==> src/rtl/rob_rollback.sv <==
module rob_rollback #(
  parameter int DEPTH  = 32,
  parameter int LREG_W = 5,
  parameter int VP_W   = 7,
  localparam int IDX_W = $clog2(DEPTH),
  localparam int CNT_W = IDX_W + 1
) (
  input  logic              clk,
  input  logic              rst_n,
  input  logic              alloc_valid,
  input  logic [LREG_W-1:0] alloc_lreg,
  input  logic [VP_W-1:0]   alloc_prev_vp,
  output logic              alloc_ready,
  output logic [IDX_W-1:0]  alloc_idx,
  input  logic              done_valid,
  input  logic [IDX_W-1:0]  done_idx,
  output logic              commit_valid,
  output logic [LREG_W-1:0] commit_lreg,
  output logic [VP_W-1:0]   commit_prev_vp,
  input  logic              flush_valid,
  input  logic [IDX_W-1:0]  flush_idx,
  output logic              rb_busy,
  output logic [LREG_W-1:0] rb_lreg,
  output logic [VP_W-1:0]   rb_vp,
  output logic              full,
  output logic              empty
);

  logic [LREG_W-1:0] lreg_q [DEPTH];
  logic [VP_W-1:0]   vp_q   [DEPTH];
  logic [DEPTH-1:0]  done_q;
  logic [IDX_W-1:0]  head_q, tail_q, stop_q;
  logic [CNT_W-1:0]  count_q;
  logic              busy_q;

  logic [IDX_W-1:0]  last;
  logic              commit_fire, alloc_fire, flush_go;

  assign last        = tail_q - 1'b1;
  assign empty       = (count_q == '0);
  assign full        = (count_q == CNT_W'(DEPTH));
  assign commit_fire = !empty && done_q[head_q] && !busy_q && !flush_valid;
  assign flush_go    = flush_valid && !busy_q && !empty;
  assign alloc_ready = !busy_q && !flush_valid && (!full || commit_fire);
  assign alloc_fire  = alloc_valid && alloc_ready;

  assign alloc_idx      = tail_q;
  assign commit_valid   = commit_fire;
  assign commit_lreg    = lreg_q[head_q];
  assign commit_prev_vp = vp_q[head_q];
  assign rb_busy        = busy_q;
  assign rb_lreg        = lreg_q[last];
  assign rb_vp          = vp_q[last];

  always_ff @(posedge clk) begin
    if (alloc_fire) begin
      lreg_q[tail_q] <= alloc_lreg;
      vp_q[tail_q]   <= alloc_prev_vp;
    end
  end

  always_ff @(posedge clk) begin
    if (!rst_n) begin
      done_q <= '0;
    end else begin
      if (done_valid) done_q[done_idx] <= 1'b1;
      if (alloc_fire) done_q[tail_q]   <= 1'b0;
    end
  end

  always_ff @(posedge clk) begin
    if (!rst_n) begin
      head_q  <= '0;
      tail_q  <= '0;
      stop_q  <= '0;
      count_q <= '0;
      busy_q  <= 1'b0;
    end else if (busy_q) begin
      tail_q  <= last;
      count_q <= count_q - 1'b1;
      if (last == stop_q) busy_q <= 1'b0;
    end else begin
      if (flush_go) begin
        stop_q <= flush_idx;
        busy_q <= 1'b1;
      end
      if (commit_fire) head_q <= head_q + 1'b1;
      if (alloc_fire)  tail_q <= tail_q + 1'b1;
      case ({alloc_fire, commit_fire})
        2'b10:   count_q <= count_q + 1'b1;
        2'b01:   count_q <= count_q - 1'b1;
        default: count_q <= count_q;
      endcase
    end
  end

endmodule

==> config.mk <==
export PLATFORM = sky130hd
export DESIGN_NAME = rob_rollback
export DESIGN_NICKNAME = d
export VERILOG_FILES = /design/src/rtl/rob_rollback.sv
export SDC_FILE = /design/constraint.sdc
export NUM_CORES = 1
export LEC_CHECK = 0
export BUFFER_PORTS_ARGS = -buffer_cell sky130_fd_sc_hd__buf_4
export CORE_MARGIN = 2
export CORE_UTILIZATION = 50
export DETAILED_ROUTE_END_ITERATION = 10
export PLACE_DENSITY_LB_ADDON = 0.3
export SYNTH_ARGS = -nofsm -noshare
export SYNTH_HDL_FRONTEND = slang
export SYNTH_SLANG_ARGS = --single-unit
==> constraint.sdc <==
create_clock -name clk -period 4.9 [get_ports clk]
set_input_delay 0.735 -clock clk [delete_from_list [all_inputs] [get_ports clk]]
set_output_delay 0.735 -clock clk [all_outputs]
set_load 0.1 [all_outputs]
==> impl_metrics.ini <==
[clock_network]
tritoncts_clock_tree = done
cts-hold-fix-buffers = 0
worstSkewPairLatency_ns = 0.57
postCtsSetupRepairBufs = 0
post_cts.resized_instances = 0
cts_sinks = 443
worst_setup_hold_path_clk_slew_ns = 0.06
clockRootBuffer = sky130_fd_sc_hd__clkbuf_16
number_of_buffers_added_by_the_clock_tree_synthesis_step = 46
cts_max_level = 2
cts_max_path_buffers = 3

[setup_path]
timing.rr.end = alloc_idx[4]
worstPathArrival_ns = 3.60
cp_cell_sequence = inv_1 -> ha_4 -> buf_12 -> mux4_2 -> mux4_2 -> mux2_2 -> buf_4
worst_setup_path_start_kind = flop
cp-end-kind = output pin
r2r_slack_ns = 1.19
worst_ep_required_time_ns = 4.16
worst_r2r_startpoint = head_q[0]
cp_slowest_stage_delay_ns = 0.68
cell_seen_most_often_among_critical_path_stages = sky130_fd_sc_hd__mux4_2
critPathKind = reg -> out
crit_fanout = 35
path_delay_family = multiplexers
crit_buf_inv = 3
r2r.worst_path.cells = 8
timing.critical_path.slowest_stage_cell = sky130_fd_sc_hd__ha_4

[job]
cap_viol_max_count = 0

[grt]
grt_pass1_wl_um = 77800
grt_start_max_net_pins = 104
first_global_vias = 11861
grt_antenna_before_repair = 0
grt-ovfl-total = 0
groute.usage.overall_pct = 24.6

[die]
core-area_um2 = 40800
floorplan.die.width_um = 207
die_area_um2 = 43000
rows = 74
die_h_um = 207
ports = 61
initial_core_util_pct = 50.7

[drt]
antenna_left = 0
post-route-drc-count = 0
drt_first_pass_iters = 8
routed_vias = 11436
drt_iter0_drc = 1353
totalWireLength_um = 52100
route.detailed.vias_per_inst = 6.66
detail_route.wl_per_cell_um = 30.4

[place]
port_buffers = 60
detailedPlace.worstSlack_ns = 1.17
place_hpwl_um = 30800
place_congestion = 0.853

[timing]
maxClockFrequency_mhz = 231
worst_slew_margin_rel_pct = 30.4
worst_slew_pin_slew_ns = 1.04
finalSetupViolations = 0
finClkSkew_ns = 0.0166
totalNegativeSetupSlack_ns = 0
grt_setup_unrepaired = false
report.final.slew_viol_count = 0
final.period_utilization_pct = 88.5
period_minus_slack_ns = 4.34
hold_ws_ns = 0.403
setup_slack_ns = 0.564
timing_hold_violations_final = 0

[status]
outcome = finished clean

[worst_hold_path]
hold-path-endpoint = stop_q[1]
worst_hold_path.num_cells = 3
min_delay_startpoint = flush_idx[1]
worstHoldPathType = in -> reg

[synth]
syn-instance-count = 1072
synth_sequential_area_ratio_pct = 61.5
synth_top_flop_cell = sky130_fd_sc_hd__edfxtp_1
post_synth.cell_area_avg_um2 = 19.3
post_synthesis_register_bit_count = 443
synth_async_sr_flop_share_pct = 0
synth.net_count = 1106
count_of_flip_flops_with_a_built_in_enable_after_synthesis = 384
synthDistinctLibCells = 58
mappedNetlistArea_um2 = 20700
synth-warning-count = 0

[layout]
final_standard_cell_utilization_of_the_core_pct = 57.8
mostFrequentLayoutCell = sky130_fd_sc_hd__edfxtp_1
post_route_cells_drive_above_1_share_pct = 41.8
area_growth_syn_to_layout_pct = 14.2
count_of_nets_after_finishing = 1180
mostFrequentLayoutCells = sky130_fd_sc_hd__edfxtp_1 (384), sky130_fd_sc_hd__mux4_2 (241), sky130_fd_sc_hd__buf_4 (100)
num-fill-cells = 2943

[power]
vdd_drop_max_mv = 1.14
power-per-cell-area_nw_per_um2 = 653
p_leak_uw = 0.00739
cell type report:
class,instances,area (um^2),area share (%)
Multi-Input combinational cell,539,7610,32.2
Tap cell,532,666,2.82
Sequential cell,443,12700,53.9
Clock buffer,61,1370,5.78
Antenna cell,1,2.50,0.0106
Clock inverter,24,339,1.44
Inverter,10,37.5,0.159
Timing Repair Buffer,106,871,3.69
state kept, by name, indices dropped and copies added (netlist names), named ones only:
register   cells
alloc_idx      5
count_q        6
done_q        32
head_q         5
lreg_q       160
rb_busy        1
stop_q         5
vp_q         224
routing by layer:
layer  up-vias  GRT usage, %  routed length, um
li1       4690             -                  -
met1      6051          34.0              20300
met2       601          39.7              25700
met3        94          4.51               4410
met4         0          8.67               1690
met5         -             0                  0
through the flow:
step	power [uW]	cells	cell area [um^2]
after CTS	15500	1715	23600
after detailed placement	11700	1630	21900
after floorplan	9830	1072	20700
after global placement	11700	1630	21900
after global routing	15900	1715	23600
final	15400	1716	23600
power by group:
group	internal [uW]	switching [uW]
clock	2390	1460
sequential	4240	128
combinational	2450	4740
Yosys cell counts (all sizes together) (6+ instances only):
cell type | count | area share [%]
buf | 30 | 0.85
clkbuf | 50 | 0.91
dfxtp | 59 | 5.7
edfxtp | 384 | 56
ha | 7 | 0.42
inv | 10 | 0.18
mux2 | 25 | 1.4
mux2i | 21 | 1.0
mux4 | 244 | 27
nand2 | 20 | 0.47
nand2b | 6 | 0.18
nand3 | 10 | 0.24
nand3b | 10 | 0.36
nor2 | 96 | 1.8
o21ai | 11 | 0.28
o221a | 24 | 1.3
or3b | 6 | 0.25
xnor2 | 6 | 0.25
xor2 | 8 | 0.34
worst max path at each step:
stage / startpoint / endpoint / slack, ns / depth (start not counted)
after global routing: alloc_idx[1] / rb_vp[0] / 0.45 / 7
after global placement: alloc_idx[1] / rb_vp[0] / 1.18 / 7
after CTS: alloc_idx[1] / rb_vp[2] / 0.54 / 7
after detailed placement: alloc_idx[0] / rb_vp[3] / 1.17 / 7
after floorplan: alloc_idx[0] / rb_lreg[0] / 0.07 / 10
final: alloc_idx[1] / rb_vp[2] / 0.56 / 7
logic make-up (layout without fill, tap and decap cells):
logic type / after synthesis / in the layout / synth area share [%]
compound gates: 61 / 61 / 2.70
xor+xnor: 14 / 14 / 0.593
buf+inv: 90 / 201 / 1.94
fa+ha+maj: 7 / 7 / 0.423
simple gates: 167 / 167 / 3.87
mux: 290 / 290 / 29.0
other cells: 0 / 1 / 0
flops: 443 / 443 / 61.5
worst min-delay path, cell delays in order:
cell	delay, ns
sky130_fd_sc_hd__buf_4	0.08
sky130_fd_sc_hd__mux2i_1	0.05
sky130_fd_sc_hd__nor2_1	0.07
Note: power is estimated with default switching activity, not from simulation.
